--- config.mk ---
export PLATFORM = sky130hd
export DESIGN_NAME = panel_console
export DESIGN_NICKNAME = d
export VERILOG_FILES = /design/src/rtl/panel_console_pkg.sv /design/src/rtl/panel_pulse_detect.sv /design/src/rtl/panel_step_divider.sv /design/src/rtl/panel_run_fsm.sv /design/src/rtl/panel_access_fsm.sv /design/src/rtl/panel_console.sv
export SDC_FILE = /design/constraint.sdc
export NUM_CORES = 1
export LEC_CHECK = 0
export BUFFER_PORTS_ARGS = -buffer_cell sky130_fd_sc_hd__buf_2
export CAP_MARGIN = 10
export CORE_ASPECT_RATIO = 2
export CORE_MARGIN = 2
export CORE_UTILIZATION = 35
export DETAILED_ROUTE_END_ITERATION = 10
export HOLD_SLACK_MARGIN = 0.05
export PLACE_DENSITY = 0.71
export RECOVER_POWER = 100
export SETUP_SLACK_MARGIN = 0.02
export SYNTH_ARGS = -nofsm -noshare
export SYNTH_HDL_FRONTEND = slang
export SYNTH_HIERARCHICAL = 1
export SYNTH_SLANG_ARGS = --single-unit
--- constraint.sdc ---
create_clock -name clk -period 2.06 [get_ports clk]
set_clock_uncertainty 0.2 [all_clocks]
set_input_delay 0 -clock clk [delete_from_list [all_inputs] [get_ports clk]]
set_output_delay 0 -clock clk [all_outputs]
set_load 0.1 [all_outputs]
--- src/rtl/panel_console_pkg.sv ---
package panel_console_pkg;

    typedef enum logic [1:0] {
        PH_FETCH = 2'b00,
        PH_DEFER = 2'b01,
        PH_EXEC  = 2'b10,
        PH_NONE  = 2'b11
    } cpu_phase_e;

    typedef enum logic [2:0] {
        AC_IDLE,
        AC_LOAD,
        AC_DEP_WRITE,
        AC_DEP_BUMP,
        AC_EXM_READ,
        AC_EXM_TAKE
    } access_state_e;

    typedef enum logic [1:0] {
        RN_STOPPED,
        RN_FREE,
        RN_ONE,
        RN_DRAIN
    } run_state_e;

    localparam int unsigned BTN_N    = 5;
    localparam int unsigned BTN_LOAD = 0;
    localparam int unsigned BTN_DEP  = 1;
    localparam int unsigned BTN_EXM  = 2;
    localparam int unsigned BTN_RUN  = 3;
    localparam int unsigned BTN_HALT = 4;

endpackage

--- src/rtl/panel_pulse_detect.sv ---
module panel_pulse_detect #(
    parameter int unsigned N = 5
) (
    input  logic         clk,
    input  logic         rst_n,
    input  logic [N-1:0] level,
    output logic [N-1:0] rise
);
    logic [N-1:0] stage_q;
    logic [N-1:0] prev_q;

    always_ff @(posedge clk) begin
        if (!rst_n) begin
            stage_q <= '0;
            prev_q  <= '0;
        end else begin
            stage_q <= level;
            prev_q  <= stage_q;
        end
    end

    for (genvar i = 0; i < N; i++) begin : g_edge
        assign rise[i] = stage_q[i] & ~prev_q[i];

        // A held button yields one event only.
        assert_single_event_R5: assert property (@(posedge clk) disable iff (!rst_n)
            rise[i] |=> !rise[i]);
    end

endmodule

--- src/rtl/panel_step_divider.sv ---
module panel_step_divider #(
    parameter int unsigned DIV = 250000
) (
    input  logic clk,
    input  logic rst_n,
    input  logic run,
    input  logic slow,
    output logic tick
);
    localparam int unsigned CW = (DIV > 2) ? $clog2(DIV) : 1;
    localparam logic [CW-1:0] LAST = CW'(DIV - 1);

    logic [CW-1:0] cnt_q;

    always_ff @(posedge clk) begin
        if (!rst_n || !run) begin
            cnt_q <= '0;
        end else if (cnt_q == LAST) begin
            cnt_q <= '0;
        end else begin
            cnt_q <= cnt_q + 1'b1;
        end
    end

    assign tick = run & (slow ? (cnt_q == LAST) : 1'b1);

    assert_count_in_range_R11: assert property (@(posedge clk) disable iff (!rst_n)
        cnt_q <= LAST);

    assert_slow_spacing_R11: assert property (@(posedge clk) disable iff (!rst_n)
        (run && slow && tick && $stable(slow)) |=> !(tick && slow));

endmodule

--- src/rtl/panel_run_fsm.sv ---
module panel_run_fsm
    import panel_console_pkg::*;
(
    input  logic clk,
    input  logic rst_n,
    input  logic run_rise,
    input  logic halt_rise,
    input  logic single,
    input  logic busy,
    input  logic step,
    input  logic instr_end,
    input  logic hlt_instr,
    output logic running
);
    run_state_e state_q, state_d;
    logic       boundary;

    assign boundary = step & instr_end;

    always_ff @(posedge clk) begin
        if (!rst_n) state_q <= RN_STOPPED;
        else        state_q <= state_d;
    end

    always_comb begin
        state_d = state_q;
        unique case (state_q)
            RN_STOPPED: begin
                if (run_rise && !busy) state_d = single ? RN_ONE : RN_FREE;
            end
            RN_FREE: begin
                if (boundary && (hlt_instr || halt_rise)) state_d = RN_STOPPED;
                else if (halt_rise)                       state_d = RN_DRAIN;
            end
            RN_ONE: begin
                if (boundary) state_d = RN_STOPPED;
            end
            RN_DRAIN: begin
                if (boundary) state_d = RN_STOPPED;
            end
            default: state_d = RN_STOPPED;
        endcase
    end

    always_comb begin
        running = (state_q != RN_STOPPED);
    end

    // Runs end only on the final step of an instruction.
    assert_stop_on_boundary_R9: assert property (@(posedge clk) disable iff (!rst_n)
        $fell(running) |-> $past(step && instr_end));

    assert_start_on_press_R10: assert property (@(posedge clk) disable iff (!rst_n)
        $rose(running) |-> $past(run_rise && !busy));

    assert_halt_instr_stops_R12: assert property (@(posedge clk) disable iff (!rst_n)
        (running && step && instr_end && hlt_instr) |=> !running);

endmodule

--- src/rtl/panel_access_fsm.sv ---
module panel_access_fsm
    import panel_console_pkg::*;
#(
    parameter int unsigned DW = 8
) (
    input  logic          clk,
    input  logic          rst_n,
    input  logic          rise_load,
    input  logic          rise_dep,
    input  logic          rise_exm,
    input  logic          running,
    input  logic [DW-1:0] sw,
    input  logic [DW-1:0] pc_in,
    input  logic [DW-1:0] mem_rdata,
    output logic          busy,
    output logic          pc_wr_en,
    output logic [DW-1:0] pc_wr_val,
    output logic          ma_wr_en,
    output logic [DW-1:0] ma_wr_val,
    output logic          mb_wr_en,
    output logic [DW-1:0] mb_wr_val,
    output logic          mem_req,
    output logic          mem_we,
    output logic [DW-1:0] mem_addr,
    output logic [DW-1:0] mem_wdata
);
    access_state_e state_q, state_d;
    logic          accept;

    assign accept = (state_q == AC_IDLE) && !running;
    assign busy   = (state_q != AC_IDLE) ||
                    (!running && (rise_load || rise_dep || rise_exm));

    always_ff @(posedge clk) begin
        if (!rst_n) state_q <= AC_IDLE;
        else        state_q <= state_d;
    end

    always_comb begin
        state_d = state_q;
        unique case (state_q)
            AC_IDLE: begin
                if (accept) begin
                    if (rise_load)     state_d = AC_LOAD;
                    else if (rise_dep) state_d = AC_DEP_WRITE;
                    else if (rise_exm) state_d = AC_EXM_READ;
                end
            end
            AC_LOAD:      state_d = AC_IDLE;
            AC_DEP_WRITE: state_d = AC_DEP_BUMP;
            AC_DEP_BUMP:  state_d = AC_IDLE;
            AC_EXM_READ:  state_d = AC_EXM_TAKE;
            AC_EXM_TAKE:  state_d = AC_IDLE;
            default:      state_d = AC_IDLE;
        endcase
    end

    always_comb begin
        pc_wr_en  = 1'b0;
        pc_wr_val = '0;
        ma_wr_en  = 1'b0;
        ma_wr_val = '0;
        mb_wr_en  = 1'b0;
        mb_wr_val = '0;
        mem_req   = 1'b0;
        mem_we    = 1'b0;
        mem_addr  = '0;
        mem_wdata = '0;
        unique case (state_q)
            AC_IDLE: ;
            AC_LOAD: begin
                pc_wr_en  = 1'b1;
                pc_wr_val = sw;
            end
            AC_DEP_WRITE: begin
                mem_req   = 1'b1;
                mem_we    = 1'b1;
                mem_addr  = pc_in;
                mem_wdata = sw;
                ma_wr_en  = 1'b1;
                ma_wr_val = pc_in;
            end
            AC_DEP_BUMP: begin
                pc_wr_en  = 1'b1;
                pc_wr_val = pc_in + 1'b1;
            end
            AC_EXM_READ: begin
                mem_req   = 1'b1;
                mem_addr  = pc_in;
                ma_wr_en  = 1'b1;
                ma_wr_val = pc_in;
            end
            AC_EXM_TAKE: begin
                mb_wr_en  = 1'b1;
                mb_wr_val = mem_rdata;
                pc_wr_en  = 1'b1;
                pc_wr_val = pc_in + 1'b1;
            end
            default: ;
        endcase
    end

    assert_console_quiet_R7: assert property (@(posedge clk) disable iff (!rst_n)
        (state_q != AC_IDLE) |-> !running);

    assert_store_then_bump_R3: assert property (@(posedge clk) disable iff (!rst_n)
        (mem_req && mem_we) |=> (pc_wr_en && !mem_req));

    assert_read_then_capture_R4: assert property (@(posedge clk) disable iff (!rst_n)
        (mem_req && !mem_we) |=> (mb_wr_en && pc_wr_en));

endmodule

--- src/rtl/panel_console.sv ---
module panel_console
    import panel_console_pkg::*;
#(
    parameter int unsigned DATA_W   = 8,
    parameter int unsigned SLOW_DIV = 250000
) (
    input  logic              clk,
    input  logic              rst_n,
    input  logic [DATA_W-1:0] sw_data,
    input  logic              btn_load,
    input  logic              btn_deposit,
    input  logic              btn_examine,
    input  logic              btn_run,
    input  logic              btn_halt,
    input  logic              mode_single,
    input  logic              mode_slow,
    input  logic [DATA_W-1:0] pc_in,
    input  logic [DATA_W-1:0] mem_rdata,
    input  logic [1:0]        cpu_phase,
    input  logic              cpu_instr_end,
    input  logic              cpu_hlt,
    output logic              pc_wr_en,
    output logic [DATA_W-1:0] pc_wr_val,
    output logic              ma_wr_en,
    output logic [DATA_W-1:0] ma_wr_val,
    output logic              mb_wr_en,
    output logic [DATA_W-1:0] mb_wr_val,
    output logic              mem_req,
    output logic              mem_we,
    output logic [DATA_W-1:0] mem_addr,
    output logic [DATA_W-1:0] mem_wdata,
    output logic              cpu_run,
    output logic              cpu_ce,
    output logic              led_run,
    output logic              led_fetch,
    output logic              led_defer,
    output logic              led_exec
);
    logic [BTN_N-1:0] btn_level;
    logic [BTN_N-1:0] btn_rise;
    logic             busy;
    logic             running;
    logic             tick;

    assign btn_level[BTN_LOAD] = btn_load;
    assign btn_level[BTN_DEP]  = btn_deposit;
    assign btn_level[BTN_EXM]  = btn_examine;
    assign btn_level[BTN_RUN]  = btn_run;
    assign btn_level[BTN_HALT] = btn_halt;

    panel_pulse_detect #(.N(BTN_N)) u_edges (
        .clk   (clk),
        .rst_n (rst_n),
        .level (btn_level),
        .rise  (btn_rise)
    );

    panel_step_divider #(.DIV(SLOW_DIV)) u_div (
        .clk   (clk),
        .rst_n (rst_n),
        .run   (running),
        .slow  (mode_slow),
        .tick  (tick)
    );

    panel_run_fsm u_run (
        .clk       (clk),
        .rst_n     (rst_n),
        .run_rise  (btn_rise[BTN_RUN]),
        .halt_rise (btn_rise[BTN_HALT]),
        .single    (mode_single),
        .busy      (busy),
        .step      (tick),
        .instr_end (cpu_instr_end),
        .hlt_instr (cpu_hlt),
        .running   (running)
    );

    panel_access_fsm #(.DW(DATA_W)) u_access (
        .clk       (clk),
        .rst_n     (rst_n),
        .rise_load (btn_rise[BTN_LOAD]),
        .rise_dep  (btn_rise[BTN_DEP]),
        .rise_exm  (btn_rise[BTN_EXM]),
        .running   (running),
        .sw        (sw_data),
        .pc_in     (pc_in),
        .mem_rdata (mem_rdata),
        .busy      (busy),
        .pc_wr_en  (pc_wr_en),
        .pc_wr_val (pc_wr_val),
        .ma_wr_en  (ma_wr_en),
        .ma_wr_val (ma_wr_val),
        .mb_wr_en  (mb_wr_en),
        .mb_wr_val (mb_wr_val),
        .mem_req   (mem_req),
        .mem_we    (mem_we),
        .mem_addr  (mem_addr),
        .mem_wdata (mem_wdata)
    );

    assign cpu_run   = running;
    assign cpu_ce    = tick;
    assign led_run   = running;
    assign led_fetch = running && (cpu_phase == PH_FETCH);
    assign led_defer = running && (cpu_phase == PH_DEFER);
    assign led_exec  = running && (cpu_phase == PH_EXEC);

    // The access sequencer and the run sequencer never drive the machine together.
    assert_no_access_in_run_R7: assert property (@(posedge clk) disable iff (!rst_n)
        cpu_run |-> !(mem_req || pc_wr_en || ma_wr_en || mb_wr_en));

    assert_step_needs_run_R8: assert property (@(posedge clk) disable iff (!rst_n)
        !cpu_run |=> !cpu_ce || cpu_run);

endmodule

# Word-level counts from Yosys, hierarchy flattened
# Cells that the tools add are included.
[classes]
add_sub_neg = 2
n_eq_ne = 16
n_mux = 20
bitwise = 12
reduce_logical = 27
[ops]
columns = ["operator", "count"]
rows = [
  ["$mux 8", 3],
  ["$add 18x1->18 const B", 1],
  ["$eq 18x18->1 const B", 1],
  ["$pmux 8 s2", 1],
  ["$mux 3", 4],
  ["$mux 2", 5],
  ["$pmux 3 s3", 1],
  ["$add 8x1->8 const B", 1],
  ["$reduce_or 2->1", 4],
  ["$and 1x1->1", 7],
  ["$logic_and 1x1->1", 7],
  ["$eq 2x2->1 const B", 3],
  ["$eq 3x2->1 const B", 2],
  ["$eq 3x3->1 const B", 2],
  ["$ne 2x1->1 const B", 3],
  ["$pmux 2 s3", 1],
  ["$logic_or 1x1->1", 5],
  ["$mux 1", 5],
  ["$not 1->1", 5],
  ["$eq 2x1->1 const B", 2],
  ["$logic_not 2->1", 2],
  ["$ne 4x1->1 const B", 1],
  ["$eq 3x1->1 const B", 1],
  ["$logic_not 1->1", 3],
  ["7 further kinds", 7],
]
[totals]
register_bits = 33
input_bits = 37
out_inout_bits = 51
wordCells = 82

# Longest topological paths before layout
[logic_depth]
word_depth = 10
depth_mapped = 7
depth_no_buf = 7

# Cells and area by module
# The synthesis kept the hierarchy.
[by_module_without_submodules]
columns = ["mod", "instances", "cells_per_inst", "area_per_inst_um2", "seq_area_each_um2"]
rows = [
  ["panel_step_divider", 1, 93, 812.0, 360.3],
  ["panel_access_fsm", 1, 93, 655.6, 60.1],
  ["panel_pulse_detect", 1, 25, 294.0, 200.2],
  ["panel_run_fsm", 1, 18, 142.6, 40.0],
  ["panel_console", 1, 4, 37.5, 0.0],
]

# Worst setup path after synthesis
# OpenSTA, ideal clock, no wires.
[synth_timing]
kind = "reg-to-output"
startpoint = "reg u_access.state_q[2]"
endpoint = "out pc_wr_val[2]"
arrival_ns = 2.938
required_ns = 1.860
path_slack_ns = -1.078
stages_incl_launch_ff = 5
n_path_buf = 1
cell_sequence = "dfxtp_1 buf_4 xor2_4 nand2_1 o21ai_0"
[synth_between]
elab_chain_len = 3
word_cells_on_any_way = 5
cone_classes = "3 x eq/ne; 1 x mux; 1 x reduce/logical"
[synth_lines]
columns = ["item", "line", "text"]
rows = [
  ["start: declaration", "panel_access_fsm.sv:27", "access_state_e state_q, state_d;"],
  ["start signal: assignment", "panel_access_fsm.sv:36", "else state_q <= state_d;"],
  ["$eq 3x2->1 or $eq 3x3->1 (tied branches)", "panel_access_fsm.sv:69", "unique case (state_q)"],
  ["$reduce_or 2->1 (no source line)", "--", ""],
  ["$pmux 8 s2 (*)", "panel_access_fsm.sv:69", ""],
  ["end: declaration", "panel_console.sv:23", "output logic [DATA_W-1:0] pc_wr_val,"],
]
# Mark *: on every way between the ends. The rest lies on a longest branch, timed or not.

# Final worst setup path
[layout_timing]
startpoint = "reg u_div.cnt_q[9]"
endpoint = "reg u_div.cnt_q[6]"
[layout_between]
elab_chain_len = 2
[layout_lines]
columns = ["item", "line", "text"]
rows = [
  ["start: declaration", "panel_step_divider.sv:13", "logic [CW-1:0] cnt_q;"],
  ["start signal: assignment", "panel_step_divider.sv:21", "cnt_q <= cnt_q + 1'b1;"],
  ["$eq 18x18->1", "panel_step_divider.sv:18", "end else if (cnt_q == LAST) begin"],
  ["$reduce_or 2->1 (no source line)", "--", ""],
]
# Every way passes these cells.
# A chain may end at the register's enable or synchronous reset.

==> out/qor.txt <==
TIMING
-------------------------------------------------------------------------------------
Final-report max-slew violation count                                               0
RSZ-0062 raised after global routing                                              yes
Transition at the pin with the smallest max-transition slack                 0.629 ns
TNS Setup                                                                    -1.81 ns
Slew HR                                                                         58.1%
Final critical-path share of the clock period                                    109%
Setup Viol. Count Final                                                            39
Final worst slack                                                           -0.192 ns
Minimum clock period                                                          2.25 ns
Highest achievable clock rate                                                 444 MHz
Number of endpoints with negative hold slack in the final report                    0

WORST SETUP PATH
-------------------------------------------------------------------------------------
Logic depth of the worst register-to-register path                                  8
Reg2Reg Launch Point                                                     u_div/cnt_q[9]
Maximum fanout along the worst path                                                 4
Worst reg2reg setup slack                                                    -0.19 ns
Critical register-to-register path endpoint                              u_div/cnt_q[6]
Type of element capturing the critical path                                  register
Start point of the critical path                                         u_div/cnt_q[9]
Arrival time of data at the critical path endpoint                            2.23 ns
Launching element type of the critical path                                  register
Worst setup path category                                                register to register
Crit path required time                                                       2.04 ns

GLOBAL ROUTE
-------------------------------------------------------------------------------------
Overall routing resource usage                                                  18.8%
Number of antenna violations at the first check in global routing                   0
Vias in the first global route                                                   2116
Global-route wire length before repair                                   9020 microns
Largest net degree at the start of global routing                                  19
Grt total ovfl                                                                      0

LOGIC SYNTHESIS
-------------------------------------------------------------------------------------
Seq/Total Area, Yosys                                                           34.0%
Synth warn                                                                          6
Count of flip-flops with a built-in enable after synthesis                          0
Area of the mapped netlist                                                 1940 sq um
Post-Synthesis Mean Instance Area                                          8.33 sq um
Synthesized instance count                                                        233
Flip-flop and latch count after synthesis                                          33
Count of different cell masters after synthesis                                    39
Most used DFF post-synth                                                      dfxtp_1
Post-synthesis net count                                                          272
Fraction of synthesis flops using an asynchronous set or reset pin                 0%

CLOCKING
-------------------------------------------------------------------------------------
Worst-case clock buffer depth                                                       2
Clk sinks                                                                          33
Clock latency of the later-clocked register in the worst-skew pair            0.29 ns
Clock tree from TritonCTS                                                        done
Inserted Clock Buffers                                                              5
Cell at the root of the clock tree                                           clkbuf_8
CTS clock-pin slew for the worst setup and hold paths                         0.07 ns
Depth of the CTS H-tree                                                             2

WORST HOLD PATH
-------------------------------------------------------------------------------------
HP Class                                                                 input pin to register
Min-delay src                                                                 cpu_hlt
Worst min-delay path endpoint                                            u_run/state_q[1]
Number of cells on the worst hold path                                              4

CELLS AND AREA
-------------------------------------------------------------------------------------
Number of filler cells placed in the layout                                       447
Diode count                                                                         0
Area added between synthesis and finish                                         67.2%
Share of cells above drive strength 1                                           46.8%
Seq. cell area                                                              673 sq um
Most frequent cells in the layout                                        40 x buf_2, 25 x dfxtp_1, 23 x buf_12, 22 x nor2_1, 20 x buf_4
Most frequent standard cell in the layout excluding fill and tap cells          buf_2
Area of the multi-input gates                                              1230 sq um
Final non-filler cell area                                                 3250 sq um
Final #Nets                                                                       386
Utilization of the core after routing                                           60.4%

DIE
-------------------------------------------------------------------------------------
Placeable core area                                                        5370 sq um
Total die area                                                             6200 sq um
Number of placement rows                                                           38
Die height                                                                109 microns
Die W                                                                    56.7 microns
Count of boundary I/O pins                                                         88
Effective utilization at floorplan                                              36.1%

PLACEMENT
-------------------------------------------------------------------------------------
Routability congestion estimate                                                 0.892
Detail Placement HPWL                                                    4410 microns
Placed Area                                                                2920 sq um
Count of port buffers added during placement                                       87

ROUTE
-------------------------------------------------------------------------------------
Wire length per cell after detailed routing                              14.3 microns
Via count                                                                        2124
Post-route DRC                                                                      0
Pre-antenna DRT Iters                                                               4
Detail Route Antenna Nets                                                           0
DR iter-0 viols                                                                    53
Avg Vias per Cell                                                                5.21
Total wire length after detailed routing                                 5820 microns

POWER
-------------------------------------------------------------------------------------
Leakage Power                                                                 1.37 nW
Largest voltage drop on the vdd net                                          0.939 mV
Cell area power density                                                  1110 nW/um^2

STATUS
-------------------------------------------------------------------------------------
Result of the run                                                        finished, violations left
Violated checks                                                          setup timing

RUN
-------------------------------------------------------------------------------------
Max Cap Viol                                                                        0

routing by layer:
metal | share of wire, % | GRT usage [%] | vias to the layer above
met2 | 58 | 39.4 | 107
met4 | 3.8 | 12.1 | 0
met5 | 0 | 0 | -
li1 | - | - | 1018
met3 | 6.2 | 3.18 | 18
met1 | 32 | 14.8 | 981
synthesized netlist by cell type (4+ instances only):
| library cell | count | area share (%) |
|---|---|---|
| nand2_1 | 14 | 2.7 |
| dfxtp_1 | 33 | 34 |
| xnor2_1 | 16 | 7.2 |
| nand3_1 | 11 | 2.8 |
| nor4_1 | 5 | 1.6 |
| nor2b_1 | 8 | 2.6 |
| and3b_1 | 4 | 1.8 |
| nor3_1 | 10 | 2.6 |
| nand4_1 | 5 | 1.6 |
| nor2_1 | 22 | 4.3 |
| and2_1 | 35 | 11 |
| o21ai_0 | 6 | 1.5 |
| nand2b_1 | 4 | 1.3 |
| buf_4 | 12 | 4.6 |
| or3_1 | 4 | 1.3 |
| inv_1 | 9 | 1.7 |
sequential cells by signal, indices dropped and copies added (netlist names):
signal,count
u_access/state_q,3
u_div/cnt_q,18
u_edges/prev_q,5
u_edges/stage_q,5
u_run/state_q,2
logic make-up (layout without fill, tap and decap cells):
| group | Yosys count | in the layout | synth area share [%] |
|---|---|---|---|
| AO/OA/AOI/OAI | 24 | 24 | 9.21 |
| XOR/XNOR | 19 | 19 | 9.54 |
| adder cells (fa/ha/maj) | 2 | 2 | 1.29 |
| buffers and inverters | 25 | 140 | 7.67 |
| flip-flops | 33 | 33 | 34.0 |
| AND/OR/NAND/NOR | 130 | 130 | 38.3 |
critical path: stages, from the launching register on:
cell,delay [ns]
dfxtp_1,0.31
nor3_1,0.28
nand4_1,0.19
buf_4,0.17
buf_4,0.12
buf_4,0.12
o311ai_2,0.37
clkdlybuf4s15_2,0.33
nor2_1,0.07
how the worst max path moves through the flow:
stage / end / slack, ns / cells past startpoint
3_5_place_dp: u_run/state_q[0] / -0.13 / 7
2_1_floorplan: pc_wr_val[5] / -0.38 / 4
6_report: u_div/cnt_q[6] / -0.19 / 8
5_1_grt: u_div/cnt_q[6] / -0.25 / 8
4_1_cts: u_run/state_q[0] / -0.07 / 7
3_3_place_gp: u_run/state_q[0] / 0.003 / 7
report_power, final:
part           total [mW]  leakage, nW  switching [mW]  internal [mW]
clock               0.629       0.0585           0.234          0.394
sequential          0.770        0.273          0.0763          0.694
combinational        2.21         1.04            1.53          0.682
metrics by stage:
stage / power (mW) / setup slack, ns / cells / hold slack [ns]
3_3_place_gp: 2.91 / 0.00340 / 382 / 0.00689
6_report: 3.61 / -0.192 / 408 / 0.0893
4_1_cts: 3.59 / -0.0678 / 405 / 0.0706
2_1_floorplan: 2.42 / -0.383 / 233 / -0.0902
5_1_grt: 3.73 / -0.251 / 408 / 0.113
3_5_place_dp: 2.94 / -0.128 / 382 / 0.00997
what timing repair did:
item | CTS | global route
pin swaps | 4 | 3
hold endpoints to repair | 15 | 0
hold buffers | 13 | 0
setup endpoints to repair | 2 | 27
gates resized for setup | 1 | 18
buffers inserted | 2 | 1
cloned | 0 | 2
area by class of cell:
| class | instances | area share, % |
|---|---|---|
| Multi-Input combinational cell | 175 | 37.9 |
| Timing Repair Buffer | 123 | 34.4 |
| Sequential cell | 33 | 20.7 |
| Clock buffer | 7 | 2.66 |
| Tap cell | 60 | 2.31 |
| Inverter | 9 | 1.08 |
| Clock inverter | 1 | 0.925 |
Power figures use the tool's default switching activity.
